## src/rtl/sync_master_rx.sv

```systemverilog
module sync_master_rx #(
  parameter int DIV_W        = 16,
  parameter int COARSE_SHIFT = 2
) (
  input  logic             clk,
  input  logic             rst_n,
  input  logic [DIV_W-1:0] div_val,
  input  logic             div_fine,
  input  logic             word9,
  input  logic             cren,
  input  logic             sren_set,
  input  logic             rcie,
  input  logic             rd_strobe,
  input  logic             sdata_in,
  output logic             sclk_out,
  output logic             sren_busy,
  output logic [7:0]       rx_data,
  output logic             rx_bit9,
  output logic             rx_ready,
  output logic             overrun,
  output logic             irq
);
  localparam int CNT_W = DIV_W + COARSE_SHIFT;

  logic [CNT_W-1:0] cnt;
  logic [CNT_W-1:0] lim;
  logic [3:0]       bitcnt;
  logic [8:0]       sh;
  logic [8:0]       full;
  logic             sclk_q, cren_q;
  logic             busy, running, tick, fall, last_bit, done, accept;

  assign lim      = div_fine ? CNT_W'(div_val) : {div_val, {COARSE_SHIFT{1'b1}}};
  assign busy     = cren | sren_busy;
  assign running  = busy | ~sclk_q;
  assign tick     = running && (cnt == lim);
  assign fall     = tick && sclk_q && busy;
  assign last_bit = word9 ? (bitcnt == 4'd8) : (bitcnt == 4'd7);
  assign done     = fall && last_bit;
  assign accept   = done && (!rx_ready || rd_strobe);
  assign full     = {sdata_in, sh[8:1]};
  assign sclk_out = sclk_q;
  assign irq      = rx_ready & rcie;

  always_ff @(posedge clk or negedge rst_n) begin
    if (!rst_n) begin
      cnt    <= '0;
      sclk_q <= 1'b1;
    end else if (!running || tick) begin
      cnt <= '0;
      if (tick) sclk_q <= ~sclk_q;
    end else begin
      cnt <= cnt + 1'b1;
    end
  end

  always_ff @(posedge clk or negedge rst_n) begin
    if (!rst_n) begin
      bitcnt <= '0;
      sh     <= '0;
    end else if (!busy && sclk_q) begin
      bitcnt <= '0;
    end else if (fall) begin
      sh     <= full;
      bitcnt <= last_bit ? 4'd0 : bitcnt + 4'd1;
    end
  end

  always_ff @(posedge clk or negedge rst_n) begin
    if (!rst_n) begin
      rx_data  <= '0;
      rx_bit9  <= 1'b0;
      rx_ready <= 1'b0;
    end else if (accept) begin
      rx_data  <= word9 ? full[7:0] : full[8:1];
      rx_bit9  <= word9 & full[8];
      rx_ready <= 1'b1;
    end else if (rd_strobe) begin
      rx_ready <= 1'b0;
    end
  end

  always_ff @(posedge clk or negedge rst_n) begin
    if (!rst_n) begin
      overrun   <= 1'b0;
      cren_q    <= 1'b0;
      sren_busy <= 1'b0;
    end else begin
      cren_q <= cren;
      if (cren_q && !cren)      overrun <= 1'b0;
      else if (done && !accept) overrun <= 1'b1;
      if (sren_set)  sren_busy <= 1'b1;
      else if (done) sren_busy <= 1'b0;
    end
  end

  p_idle_high_r2: assert property (@(posedge clk) disable iff (!rst_n)
    (!cren && !sren_busy && sclk_out) |=> sclk_out);

  p_single_ends_r5: assert property (@(posedge clk) disable iff (!rst_n)
    $fell(sren_busy) |-> $past(done));

  p_read_clears_r8: assert property (@(posedge clk) disable iff (!rst_n)
    (rd_strobe && !done) |=> !rx_ready);

  p_irq_gated_r8: assert property (@(posedge clk) disable iff (!rst_n)
    irq |-> (rcie && rx_ready));

  p_overrun_cause_r9: assert property (@(posedge clk) disable iff (!rst_n)
    $rose(overrun) |-> $past(rx_ready && !rd_strobe));

  p_unread_held_r9: assert property (@(posedge clk) disable iff (!rst_n)
    (rx_ready && !rd_strobe) |=> ($stable(rx_data) && $stable(rx_bit9)));

  p_overrun_clear_r10: assert property (@(posedge clk) disable iff (!rst_n)
    $fell(cren) |=> !overrun);
endmodule

```

## config.mk

```make
export PLATFORM = sky130hd
export DESIGN_NAME = sync_master_rx
export DESIGN_NICKNAME = d
export VERILOG_FILES = /design/src/rtl/sync_master_rx.sv
export SDC_FILE = /design/constraint.sdc
export NUM_CORES = 1
export LEC_CHECK = 0
export BUFFER_PORTS_ARGS = -buffer_cell sky130_fd_sc_hd__buf_2
export CORE_MARGIN = 1
export CORE_UTILIZATION = 45
export DETAILED_ROUTE_END_ITERATION = 16
export GPL_ROUTABILITY_DRIVEN = 1
export PLACE_DENSITY = 0.71
export SLEW_MARGIN = 20
export SYNTH_ARGS = -nofsm -noshare
export SYNTH_HDL_FRONTEND = slang
export SYNTH_SLANG_ARGS = --single-unit
```

## constraint.sdc

```tcl
create_clock -name clk -period 2.5 [get_ports clk]
set_input_delay 0.5 -clock clk [delete_from_list [all_inputs] [get_ports clk]]
set_output_delay 0.5 -clock clk [all_outputs]
set_load 0.005 [all_outputs]
```

==> results.toml <==
[critical_path]
crit_path_end = "rx_data[0]"
start_kind = "flop"
critical_path.max_fanout = 6
cp-end-kind = "flop"
worstSetupPathType = "flop to flop"
r2r_slack_ps = -240
worst_ep_required_time_ps = 2690
crit_arrival_ps = 2930
startpoint = "cnt[13]"
r2r-start = "cnt[13]"
rr_endpoint = "rx_data[0]"
reg2reg_depth = 7

[grt]
grt_pass1_wl_um = 8330
met1_usage_pct = 23.3
antenna_found_initial = 0
gr-total-overflow = 0
grtUsageTotal_pct = 19.9
use_met3_pct = 4.02
grt_busiest_layer = "met2"
grt_max_degree = 45
grt_pass1_vias = 1828
grt_use_met2_pct = 36.8

[detailed_routing]
vias_per_cell = 5.09
drt-pass1-iter-count = 5
drc = 0
drtIter0Drc = 66
routedWlPerCell_um = 14.1
postRouteAntennaNets = 0
wl_um = 5120
num_vias = 1842

[clocking]
clock_latency_ps = 300
cts_sinks = 44
clk_pin_slew_ps = 90
cts_root_buf = "clkbuf_8"
clockBufferDepth = 2
cts_buffers = 5
cts_tree = "yes"
htreeDepth = 2

[layout]
n_fill_cell = 467
drive_gt1_share_pct = 38.0
stdcell_count = 362
area_delta_synth_final_pct = 28.8
nets = 318
fin_area_mm2 = 0.00311
num_antenna_cells = 0

[power]
vdd_drop_max_v = 0.000443
leakage_nw = 1.54
power_density_mw_per_mm2 = 490

[sta]
slew_viol_final = 0
tightest_slew_ps = 578
relSlewSlack_pct = 61.3
hold-worst-slack_ps = 273
min_period_over_period_pct = 110
rsz0062_at_grt = "true"
skew_ps = 7.31
period_needed_ps = 2740
timing.final.ws_setup_ps = -242
fmax_mhz = 365
setup_viol = 20
hold_viol_final = 0

[run]
cap_violations = 0

[yosys]
seq_area_frac_synth_pct = 45.7
syn_avg_cell_area_um2 = 10.8
syn_nets = 250
syn-cell-area_mm2 = 0.00241
synth_cell_types = 41
synth_warnings = 0
syn_inst = 223
ys_seq_elements = 44

[placed_design]
dp_cells = 350
dpl.hpwl_um = 3640
dpl_cell_area_mm2 = 0.00287
portBuffers = 38
gp_congestion = 0.846
place_ws_ps = -771

[floorplan]
start_util_pct = 46.9
die_w_um = 75.2
pin_count = 39
design.die.area_mm2 = 0.00566
core_area_mm2 = 0.00514
fp.dieH_um = 75.2
placement_rows = 26

[status]
status = "finished with violations"
violations = "setup timing"

[min_path]
hp-class = "input pin to asynchronous set/reset pin"
## power breakdown
group	leakage, nW	internal, mW	switching [mW]	total, mW
registers	0.584	0.734	0.0222	0.756
clock network	0.0614	0.327	0.250	0.577
logic	0.899	0.0976	0.0906	0.188
## worst max-delay path: stages (launching register included)
cell     delay [ps]
dfrtp_1         420
xnor2_1         150
o22ai_1          90
or3_1           320
or4_4           520
or4b_4          590
nor2_4          220
mux2_4          320
## synth_stat cells
master	count	area (um^2)
a21o_1	4	30.0
a21oi_1	3	15.0
and2_1	2	12.5
and3_1	3	18.8
and4_1	1	8.76
buf_1	1	3.75
buf_2	4	20.0
clkbuf_1	3	11.3
dfrtp_1	43	1080
dfstp_2	1	26.3
ha_1	2	25.0
inv_1	6	22.5
mux2_2	24	270
mux2i_1	14	140
nand2_1	8	30.0
nand2b_1	3	18.8
nand3_1	10	50.1
nand4_1	6	37.5
nand4b_1	1	8.76
nand4bb_1	1	11.3
nor2_1	25	93.8
nor2_8	1	20.0
nor2b_1	5	31.3
nor3b_1	2	15.0
nor4_1	1	6.26
nor4b_1	1	8.76
o211ai_1	1	7.51
o21a_1	1	7.51
o21ai_0	3	15.0
o22ai_1	1	6.26
o2bb2ai_1	1	8.76
o311ai_0	1	8.76
o31ai_1	1	7.51
o32a_1	1	10.0
o32ai_1	1	8.76
or2_2	1	6.26
or3_1	2	12.5
or4_4	1	11.3
or4b_1	1	10.0
xnor2_1	15	131
xor2_1	17	149
## how the worst min path moves through the flow
stage                  to       start  depth (start not counted)
6_report          overrun       rst_n                          2
3_3_place_gp   rx_data[1]  rx_data[1]                          1
5_1_grt             sh[3]       rst_n                          2
3_5_place_dp   rx_data[1]  rx_data[1]                          1
2_1_floorplan   bitcnt[0]       rst_n                          0
4_1_cts           overrun       rst_n                          2
## layout by cell type (no fill, tap or decap), types with 3 or more instances in the layout
cell type  instances
buf_6              3
nand2b_1           3
buf_2             37
clkbuf_8           6
and3_1             3
mux2i_1           13
nand2_1            8
xor2_1            17
a21o_1             4
mux2_4             8
buf_4             26
nor2b_1            5
nand3_1           10
a21oi_1            3
nor2_1            25
nand4_1            6
mux2_2            16
xnor2_1           15
inv_1              6
dfrtp_1           43
## area by class of cell
cell class              count  area (um^2)  area share (%)
clock buffers               6         82.6            2.66
clock inverters             2         38.8            1.25
inverters                   6         22.5           0.725
multi-input cells         166         1330            42.6
flip-flops and latches     44         1100            35.5
well taps                  70         87.6            2.82
repair buffers             68          449            14.5
## sequential cells by signal, indices dropped and copies added, names as in the netlist
name	count
rx_bit9	1
rx_ready	1
rx_data	8
bitcnt	4
sren_busy	1
overrun	1
sclk_out	1
cnt	18
sh	8
cren_q	1
## cell families after synthesis
group / after synthesis / share of synthesized area, %
XOR/XNOR: 32 / 11.6
buffers and inverters: 14 / 2.39
AND/OR/NAND/NOR: 75 / 17.1
flip-flops: 44 / 45.7
adder cells (fa/ha/maj): 2 / 1.04
multiplexers: 38 / 17.0
AO/OA/AOI/OAI: 18 / 5.19
## through the flow
stage | utilization, % | power [mW] | setup TNS (ps)
final | 60.5 | 1.52 | -3560
after global routing | 60.5 | 1.58 | -5360
after CTS | 59.9 | 1.53 | -4330
after detailed placement | 55.8 | 0.954 | -19040
after global placement | 55.8 | 0.946 | -15790
after floorplan | - | 0.864 | -6600
## per-layer routing
metal  vias to the layer above  wire length (um)
met5                         -                 0
met4                         0                45
met3                         5               149
met2                        36              2690
met1                       894              2230
li1                        907                 -
## what timing repair did
action	in CTS	in global routing
cloned	1	0
buffers inserted	2	1
hold buffers	0	0
gates resized for setup	16	6
pin swaps	5	5
setup endpoints to repair	22	23
Power figures use the tool's default switching activity.
